[src/rtl/xeng_pkg.sv]
package xeng_pkg;

  typedef enum logic [1:0] {
    ST_IDLE,
    ST_RD,
    ST_LAT,
    ST_WR
  } eng_state_e;

  typedef enum logic [1:0] {
    K_IDLE,
    K_COPY,
    K_PARITY,
    K_BAD
  } op_kind_e;

  localparam logic [3:0] OPC_IDLE   = 4'd0;
  localparam logic [3:0] OPC_COPY   = 4'd1;
  localparam logic [3:0] OPC_PARITY = 4'd6;

  localparam int OP_LSB   = 28;
  localparam int IRQ_BIT  = 27;
  localparam int CNT_LSB  = 22;
  localparam int PEN_BIT  = 17;

endpackage

[src/rtl/xeng_decode.sv]
module xeng_decode
  import xeng_pkg::*;
#(
  parameter int LEN_W   = 16,
  parameter int MAX_SRC = 8
) (
  input  logic [31:0]      ctrl_i,
  input  logic [LEN_W-1:0] len_i,
  output op_kind_e         kind_o,
  output logic             err_o,
  output logic             ioc_o,
  output logic             empty_o,
  output logic [3:0]       nsrc_o
);

  logic [3:0] opc;
  logic       pen;
  logic       ragged;

  always_comb begin
    opc     = ctrl_i[OP_LSB +: 4];
    nsrc_o  = ctrl_i[CNT_LSB +: 4];
    pen     = ctrl_i[PEN_BIT];
    ioc_o   = ctrl_i[IRQ_BIT];
    ragged  = (len_i[1:0] != 2'b00);
    empty_o = (len_i[LEN_W-1:2] == '0);

    unique case (opc)
      OPC_IDLE: kind_o = K_IDLE;
      OPC_COPY: kind_o = K_COPY;
      OPC_PARITY: begin
        if (pen && (nsrc_o != 4'd0) && (32'(nsrc_o) <= MAX_SRC))
          kind_o = K_PARITY;
        else
          kind_o = K_BAD;
      end
      default: kind_o = K_BAD;
    endcase

    err_o = (kind_o == K_BAD) || ((kind_o != K_IDLE) && ragged);
  end

endmodule

[src/rtl/xeng_bufaddr.sv]
module xeng_bufaddr #(
  parameter int ADDR_W  = 16,
  parameter int MAX_SRC = 8,
  localparam int NPAIR  = (MAX_SRC + 1) / 2,
  localparam int NWORD  = NPAIR * 3
) (
  input  logic [32*NWORD-1:0]      words_i,
  output logic [MAX_SRC*ADDR_W-1:0] waddr_o
);

  for (genvar i = 0; i < MAX_SRC; i++) begin : g_buf
    localparam int LOW_IDX = (i / 2) * 3 + (i % 2);
    localparam int HI_IDX  = (i / 2) * 3 + 2;
    localparam int HI_LSB  = (i % 2) * 16;
    logic [47:0] byte_addr;
    always_comb begin
      byte_addr = {words_i[HI_IDX*32 + HI_LSB +: 16], words_i[LOW_IDX*32 +: 32]};
      waddr_o[i*ADDR_W +: ADDR_W] = byte_addr[ADDR_W+1:2];
    end
  end

endmodule

[src/rtl/xor_dma_engine.sv]
module xor_dma_engine
  import xeng_pkg::*;
#(
  parameter int ADDR_W  = 16,
  parameter int LEN_W   = 16,
  parameter int MAX_SRC = 8
) (
  input  logic                             clk,
  input  logic                             rst,
  input  logic                             start_i,
  input  logic [31:0]                      ctrl_i,
  input  logic [LEN_W-1:0]                 len_i,
  input  logic [47:0]                      src_i,
  input  logic [47:0]                      dst_i,
  input  logic [32*3*((MAX_SRC+1)/2)-1:0]  bufw_i,
  output logic                             busy_o,
  output logic                             done_o,
  output logic                             err_o,
  output logic                             irq_o,
  output logic                             mem_req_o,
  output logic                             mem_we_o,
  output logic [ADDR_W-1:0]                mem_addr_o,
  output logic [31:0]                      mem_wdata_o,
  input  logic                             mem_gnt_i,
  input  logic [31:0]                      mem_rdata_i
);

  localparam int SRC_W  = (MAX_SRC > 1) ? $clog2(MAX_SRC) : 1;
  localparam int WCNT_W = LEN_W - 2;

  eng_state_e          state_q;
  op_kind_e            dec_kind;
  logic                dec_err, dec_ioc, dec_empty;
  logic [3:0]          dec_nsrc;
  logic [MAX_SRC*ADDR_W-1:0] unpacked;

  logic [ADDR_W-1:0]   base_q [MAX_SRC];
  logic [ADDR_W-1:0]   src_q, dst_q;
  logic                copy_q, ioc_q;
  logic [SRC_W-1:0]    k_q, klast_q;
  logic [WCNT_W-1:0]   w_q, wlast_q;
  logic [31:0]         acc_q;
  logic                done_q, err_q, irq_q;
  logic [ADDR_W-1:0]   rd_base;
  logic [31:0]         folded;

  xeng_decode #(.LEN_W(LEN_W), .MAX_SRC(MAX_SRC)) u_dec (
    .ctrl_i (ctrl_i),
    .len_i  (len_i),
    .kind_o (dec_kind),
    .err_o  (dec_err),
    .ioc_o  (dec_ioc),
    .empty_o(dec_empty),
    .nsrc_o (dec_nsrc)
  );

  xeng_bufaddr #(.ADDR_W(ADDR_W), .MAX_SRC(MAX_SRC)) u_buf (
    .words_i(bufw_i),
    .waddr_o(unpacked)
  );

  always_comb begin
    rd_base     = copy_q ? src_q : base_q[k_q];
    folded      = (k_q == '0) ? mem_rdata_i : (acc_q ^ mem_rdata_i);
    mem_req_o   = (state_q == ST_RD) || (state_q == ST_WR);
    mem_we_o    = (state_q == ST_WR);
    mem_addr_o  = (state_q == ST_WR) ? (dst_q + ADDR_W'(w_q)) : (rd_base + ADDR_W'(w_q));
    mem_wdata_o = acc_q;
    busy_o      = (state_q != ST_IDLE);
    done_o      = done_q;
    err_o       = err_q;
    irq_o       = irq_q;
  end

  always_ff @(posedge clk) begin
    if (rst) begin
      state_q <= ST_IDLE;
      done_q  <= 1'b0;
      err_q   <= 1'b0;
      irq_q   <= 1'b0;
      copy_q  <= 1'b0;
      ioc_q   <= 1'b0;
      k_q     <= '0;
      klast_q <= '0;
      w_q     <= '0;
      wlast_q <= '0;
      acc_q   <= '0;
      src_q   <= '0;
      dst_q   <= '0;
      for (int i = 0; i < MAX_SRC; i++) base_q[i] <= '0;
    end else begin
      done_q <= 1'b0;
      err_q  <= 1'b0;
      irq_q  <= 1'b0;
      unique case (state_q)
        ST_IDLE: begin
          if (start_i) begin
            if (dec_err || dec_kind == K_IDLE || dec_empty) begin
              done_q <= 1'b1;
              err_q  <= dec_err;
              irq_q  <= dec_ioc;
            end else begin
              state_q <= ST_RD;
              copy_q  <= (dec_kind == K_COPY);
              ioc_q   <= dec_ioc;
              k_q     <= '0;
              klast_q <= (dec_kind == K_COPY) ? '0 : SRC_W'(dec_nsrc - 4'd1);
              w_q     <= '0;
              wlast_q <= len_i[LEN_W-1:2] - 1'b1;
              src_q   <= src_i[ADDR_W+1:2];
              dst_q   <= dst_i[ADDR_W+1:2];
              for (int i = 0; i < MAX_SRC; i++)
                base_q[i] <= unpacked[i*ADDR_W +: ADDR_W];
            end
          end
        end
        ST_RD: begin
          if (mem_gnt_i) state_q <= ST_LAT;
        end
        ST_LAT: begin
          acc_q <= folded;
          if (k_q == klast_q) begin
            state_q <= ST_WR;
          end else begin
            k_q     <= k_q + 1'b1;
            state_q <= ST_RD;
          end
        end
        ST_WR: begin
          if (mem_gnt_i) begin
            k_q <= '0;
            if (w_q == wlast_q) begin
              state_q <= ST_IDLE;
              done_q  <= 1'b1;
              irq_q   <= ioc_q;
            end else begin
              w_q     <= w_q + 1'b1;
              state_q <= ST_RD;
            end
          end
        end
        default: state_q <= ST_IDLE;
      endcase
    end
  end

endmodule

[config.mk]
export PLATFORM = sky130hd
export DESIGN_NAME = xor_dma_engine
export DESIGN_NICKNAME = d
export VERILOG_FILES = /design/src/rtl/xeng_pkg.sv /design/src/rtl/xeng_decode.sv /design/src/rtl/xeng_bufaddr.sv /design/src/rtl/xor_dma_engine.sv
export SDC_FILE = /design/constraint.sdc
export NUM_CORES = 1
export LEC_CHECK = 0
export ABC_AREA = 1
export BUFFER_PORTS_ARGS = -buffer_cell sky130_fd_sc_hd__buf_2
export CELL_PAD_IN_SITES_DETAIL_PLACEMENT = 1
export CELL_PAD_IN_SITES_GLOBAL_PLACEMENT = 2
export CORE_AREA = 2 2 237 239
export DETAILED_ROUTE_END_ITERATION = 8
export DIE_AREA = 0 0 239 241
export PLACE_DENSITY_LB_ADDON = 0.3
export SLEW_MARGIN = 20
export SYNTH_ARGS = -nofsm -noshare
export SYNTH_HDL_FRONTEND = slang
export SYNTH_HIERARCHICAL = 1
export SYNTH_SLANG_ARGS = --single-unit
[constraint.sdc]
create_clock -name clk -period 7.4 [get_ports clk]
set_input_delay 0 -clock clk [delete_from_list [all_inputs] [get_ports clk]]
set_output_delay 0 -clock clk [all_outputs]
set_load 0.05 [all_outputs]
==> impl_metrics.csv, run 1 <==
group,metric,value,unit
clock_network,cts-root-buf,"clkbuf_16",
timing,whs,79.70,ps
critical_path,arrival,5040,ps
critical_path,startpoint_type,"flop",
global_routing,grt_pass1_vias,12560,
clock_network,cts.clk_slew.worst_paths,50,ps
power_and_ir_drop,leakage,7.859,nW
power_and_ir_drop,p_switching,1.417,mW
route,drtAntennaViolNets,0,
power_and_ir_drop,p_per_area,237.9,nW/um^2
logic_synthesis,avgSynthCellArea,7.758,sq um
clock_network,cts_sinks,236,
logic_synthesis,postSynthCellCount,1689,
timing,fin_skew,12.19,ps
floorplan,core-area,54880,sq um
timing,final.period_utilization,0.6814,
global_routing,grt_pass1_wl,71500,um
timing,finalSetupViolCount,0,
power_and_ir_drop,power_frac_clock,0.380,
logic_synthesis,synth_warnings,6,
global_routing,grt_max_degree,159,
route,via_per_inst,4.313,
clock_network,post_cts_buffers,0,
place,hpwl,31240,um
outcome,status,"complete, no violations",
route,wl_per_cell,17.09,um
power_and_ir_drop,seqPwrFrac,0.356,
route,first_pass_iters,4,
clock_network,cts_tree,"built",
timing,min_period,5043,ps
floorplan,rows,86,
logic_synthesis,synth_fp_nets,2278,
floorplan,die-area,57600,sq um
floorplan,initial_core_util,0.2388,
timing,slew_viol_final,0,
power_and_ir_drop,p_int,2.739,mW
route,vias,11900,
route,drt-total-wl,47140,um
floorplan,io_pins,618,
global_routing,antenna_found_initial,0,
timing,timing.fmax,0.1983,GHz
route,drc,0,
finish,drive_above_1_share,0.1835,
floorplan,die_w,239,um
timing,setup-tns-final,0,ps
clock_network,cts_made_buffers,34,
hold_path,hold_class,"primary input to flop",
finish,area_growth,33.35,%
floorplan,die_h,241,um
global_routing,track_usage,0.1618,
clock_network,clock_tree.buffer_depth,3,
place,port_buffers,275,
timing,rsz0062_at_grt,"no",
power_and_ir_drop,power_frac_comb,0.264,
timing,slew_headroom,0.3921,
critical_path,critPathKind,"flop to primary output",
flow_run,maxCapViolCount,0,
finish,num_antenna_cells,0,
clock_network,clock_latency,530,ps
route,drtIter0Drc,456,
power_and_ir_drop,power.share.switching,0.3410,
logic_synthesis,synth_area,13100,sq um
power_and_ir_drop,vdd_drop_max,0.1109,mV
critical_path,cp_max_fo,65,
finish,fin_nets,2619,
timing,tightestPinTransition,911.8,ps
clock_network,htree_num_levels,2,
global_routing,grt_overflow,0,
timing,finalHoldViolations,0,
critical_path,cp-end-kind,"primary output",
critical_path,cp.required,7400,ps
place,gp_congestion,0.8043,
-- state kept, by name (all words and copies together) (netlist names), named ones only --
name	flops
ioc_q	1
base_q	128
klast_q	3
src_q	16
mem_wdata_o	32
dst_q	16
irq_o	1
copy_q	1
wlast_q	14
k_q	3
err_o	1
state_q	2
w_q	14
done_o	1
-- timing repair --
item,in CTS,in global routing
hold endpoints to repair,216,0
gates resized for setup,0,0
endpoints found under the setup margin,0,0
hold buffers,225,0
-- power by group through the flow --
stage	clock (mW)	sequential, mW	combinational, mW
2_1_floorplan	0	1.53	0.673
3_3_place_gp	0	1.51	1.00
3_5_place_dp	0	1.51	1.01
4_1_cts	1.64	1.48	1.11
5_1_grt	1.69	1.49	1.20
6_report	1.58	1.48	1.10
-- worst paths after layout --
check             startpoint              to  slack [ps]  depth (start not counted)
setup / recovery        flop  mem_addr_o[14]        2360                         17
hold / removal    ctrl_i[31]          copy_q          80                          6
setup reg to reg  state_q[0]     wlast_q[13]        4120                          9
hold reg to reg     src_q[2]        src_q[2]         470                          2
-- final cells by class --
type,count,area (sq um)
clock buffer,44,919.6
clock inverter,16,140.1
fill,6630,37410
inverter,227,853.3
multi-input combinational,1020,4947
sequential,236,6007
tap,704,880.8
timing repair buffer,511,3724
-- cell usage in the layout, fill, tap and decap left out, types with 3 or more instances in the layout --
cell and count:
xor2_1 17, nor2_1 246, o22ai_1 34, nor2_2 6, clkinv_2 6, dlygate4sd3_1 225
buf_4 10, clkbuf_16 35, clkinvlp_4 3, nand4_1 26, a21oi_2 10, nand2_2 4
buf_2 275, edfxtp_1 128, o21ai_0 124, a22oi_1 16, xnor2_1 10, clkinv_1 6
nand3_1 57, a21oi_1 73, dfxtp_1 107, o211ai_1 3, nand2_1 340, inv_1 213
ha_1 24, inv_2 11, o21ai_1 4, clkbuf_1 8, nand3b_1 4
-- worst max-delay path, cell delays in order, from the launching register on --
cell,delay [ps]
dfxtp_2,310
buf_4,570
clkinv_2,600
buf_4,450
o21ai_0,220
o22ai_1,90
nand2_1,110
nand2_1,70
nand2_1,60
a22oi_1,100
ha_1,370
nand2_1,70
o21ai_0,490
a21oi_1,200
nor2_1,180
nor2_1,90
xnor2_1,180
buf_2,300
-- metal layers --
metal	vias up	global-route usage	share of wire
met5	-	0	0
met1	5655	0.2152	0.47
met2	224	0.2707	0.47
li1	5964	-	-
met4	0	0.04962	0.022
met3	52	0.02413	0.034
-- per-stage QoR --
stage | std cells | util | worst slack, ps | cell area (sq um) | total power, mW
2_1_floorplan | 1689 | - | 3606 | 13100 | 2.207
3_3_place_gp | 2473 | 0.2580 | 2868 | 14160 | 2.508
3_5_place_dp | 2473 | 0.2580 | 2838 | 14160 | 2.520
4_1_cts | 2758 | 0.3184 | 2224 | 17470 | 4.234
5_1_grt | 2758 | 0.3184 | 1818 | 17470 | 4.381
6_report | 2758 | 0.3184 | 2357 | 17470 | 4.156
(Power assumes the default switching activity.)
==> run 2: changes to the inputs <==
CORE_AREA = 2 2 239 241   (was 2 2 237 239)
DIE_AREA = 0 0 241 243   (was 0 0 239 241)
clock period = 4.7 ns   (was 7.4 ns; I/O delays follow)
==> impl_metrics.csv, run 2 (synthesis results as in run 1) <==
group,metric,value,unit
power_and_ir_drop,vdd_drop_max,0.2025,mV
clock_network,post_cts_buffers,0,
timing,finalSetupViolCount,0,
power_and_ir_drop,power_frac_comb,0.271,
finish,final_common_cell,"nand2_1",
place,gp_congestion,0.7926,
global_routing,grt_overflow,0,
clock_network,cts_made_buffers,30,
global_routing,grt_pass1_vias,12660,
place,hpwl,32310,um
clock_network,cts_tree,"built",
timing,final.period_utilization,0.9017,
route,drt-total-wl,46850,um
floorplan,die-area,58560,sq um
clock_network,cts-root-buf,"clkbuf_16",
finish,mostFrequentLayoutCells,"nand2_1 (340), buf_2 (275), nor2_1 (246), dlygate4sd3_1 (230), inv_1 (213)",
finish,area_growth,33.92,%
timing,setup-tns-final,0,ps
global_routing,grt_pass1_wl,72320,um
timing,fin_skew,16.18,ps
timing,fin_ws,461.9,ps
finish,post-route-util,0.3136,
global_routing,track_usage,0.1583,
floorplan,die_h,243,um
global_routing,grt_max_degree,62,
route,wl_per_cell,16.63,um
place,port_buffers,275,
power_and_ir_drop,seqPwrFrac,0.373,
critical_path,critPathKind,"flop to primary output",
timing,whs,22.49,ps
floorplan,io_pins,618,
route,drtIter0Drc,481,
clock_network,clock_tree.buffer_depth,3,
finish,final_cells,2818,
timing,tightestPinTransition,770.8,ps
flow_run,maxCapViolCount,0,
timing,slew_viol_final,0,
floorplan,core-area,55950,sq um
critical_path,cp_max_fo,35,
timing,timing.fmax,0.2360,GHz
place,dp.cells,2532,
floorplan,initial_core_util,0.2342,
route,drtAntennaViolNets,0,
power_and_ir_drop,power.share.switching,0.3450,
critical_path,cp-end-kind,"primary output",
power_and_ir_drop,p_int,4.132,mW
hold_path,hold_class,"primary input to flop",
finish,largest_reg_flops,128,
timing,finalHoldViolations,0,
power_and_ir_drop,leakage,7.892,nW
power_and_ir_drop,power_frac_clock,0.356,
clock_network,clock_latency,570,ps
clock_network,cts_sinks,236,
clock_network,cts.clk_slew.worst_paths,60,ps
route,vias,11920,
clock_network,htree_num_levels,1,
power_and_ir_drop,p_per_area,359.6,nW/um^2
critical_path,startpoint_type,"flop",
place,post-place-ws,967.9,ps
floorplan,rows,87,
global_routing,antenna_found_initial,2,
finish,nFillCells,6788,
finish,largest_register,"base_q",
critical_path,cp.required,4700,ps
floorplan,die_w,241,um
route,first_pass_iters,4,
timing,rsz0062_at_grt,"no",
outcome,status,"complete, no violations",
finish,fin_nets,2627,
timing,min_period,4238,ps
route,via_per_inst,4.230,
power_and_ir_drop,p_switching,2.177,mW
critical_path,arrival,4240,ps
timing,slew_headroom,0.4854,
route,drc,0,
finish,drive_above_1_share,0.1849,
## run 2: area by class of cell
type                       count  area [sq um]  share of cell area
timing repair buffer         523          3851              0.2195
sequential                   236          6008              0.3424
clock inverter                17         136.4            0.007772
antenna                        1         2.502           0.0001426
multi-input combinational   1020          4947              0.2819
inverter                     227         853.3             0.04863
clock buffer                  38         802.0             0.04571
tap                          756         945.9             0.05391
## run 2: per-stage QoR
| stage | power (mW) | instance area, sq um |
|---|---|---|
| final | 6.309 | 17550 |
| after global routing | 6.654 | 17550 |
| after CTS | 6.426 | 17540 |
| after detailed placement | 3.974 | 14300 |
| after global placement | 3.957 | 14300 |
| after floorplan | 3.475 | 13100 |
## run 2: path summary, 6_finish.rpt
path                            slack [ps]             end  depth (start not counted)        from
worst max register to register        1620     wlast_q[10]                         10  state_q[1]
worst max-delay path                   460  mem_addr_o[15]                         19        flop
worst min register to register         470       src_q[14]                          2   src_q[14]
worst min-delay path                    20          copy_q                          6  ctrl_i[31]
## run 2: power groups by stage
stage	logic [mW]	registers, mW	clock network, mW
after floorplan	1.06	2.42	0
after global placement	1.56	2.39	0
after detailed placement	1.58	2.40	0
after CTS	1.73	2.35	2.34
after global routing	1.88	2.36	2.41
final	1.71	2.35	2.25
## run 2: worst max-delay path, cell delays in order, from the launching register on
cell	delay, ps
dfxtp_2	330
buf_4	370
buf_4	390
o21ai_0	140
o22ai_1	160
nand2_1	130
nand2_1	130
nand2_1	110
a22oi_1	180
ha_1	310
a21oi_1	320
o21ai_0	140
a21oi_1	150
nand2_1	140
nand2_1	80
nand2_1	70
nand2_1	60
nand2_1	50
nand2_1	70
buf_2	270
## run 2: per-layer routing
metal / vias up / share of wire / track usage / wire, um
met4: 2 / 0.019 / 0.03831 / 909
met2: 233 / 0.46 / 0.2603 / 21480
li1: 5992 / - / - / -
met3: 57 / 0.044 / 0.02320 / 2055
met5: - / 0.00026 / 0 / 12
met1: 5636 / 0.48 / 0.2169 / 22400
## run 2: repair_timing
action | in CTS | in global routing
hold endpoints to repair | 216 | 0
hold buffers | 230 | 0
setup endpoints to repair | 0 | 1
gates resized for setup | 0 | 1
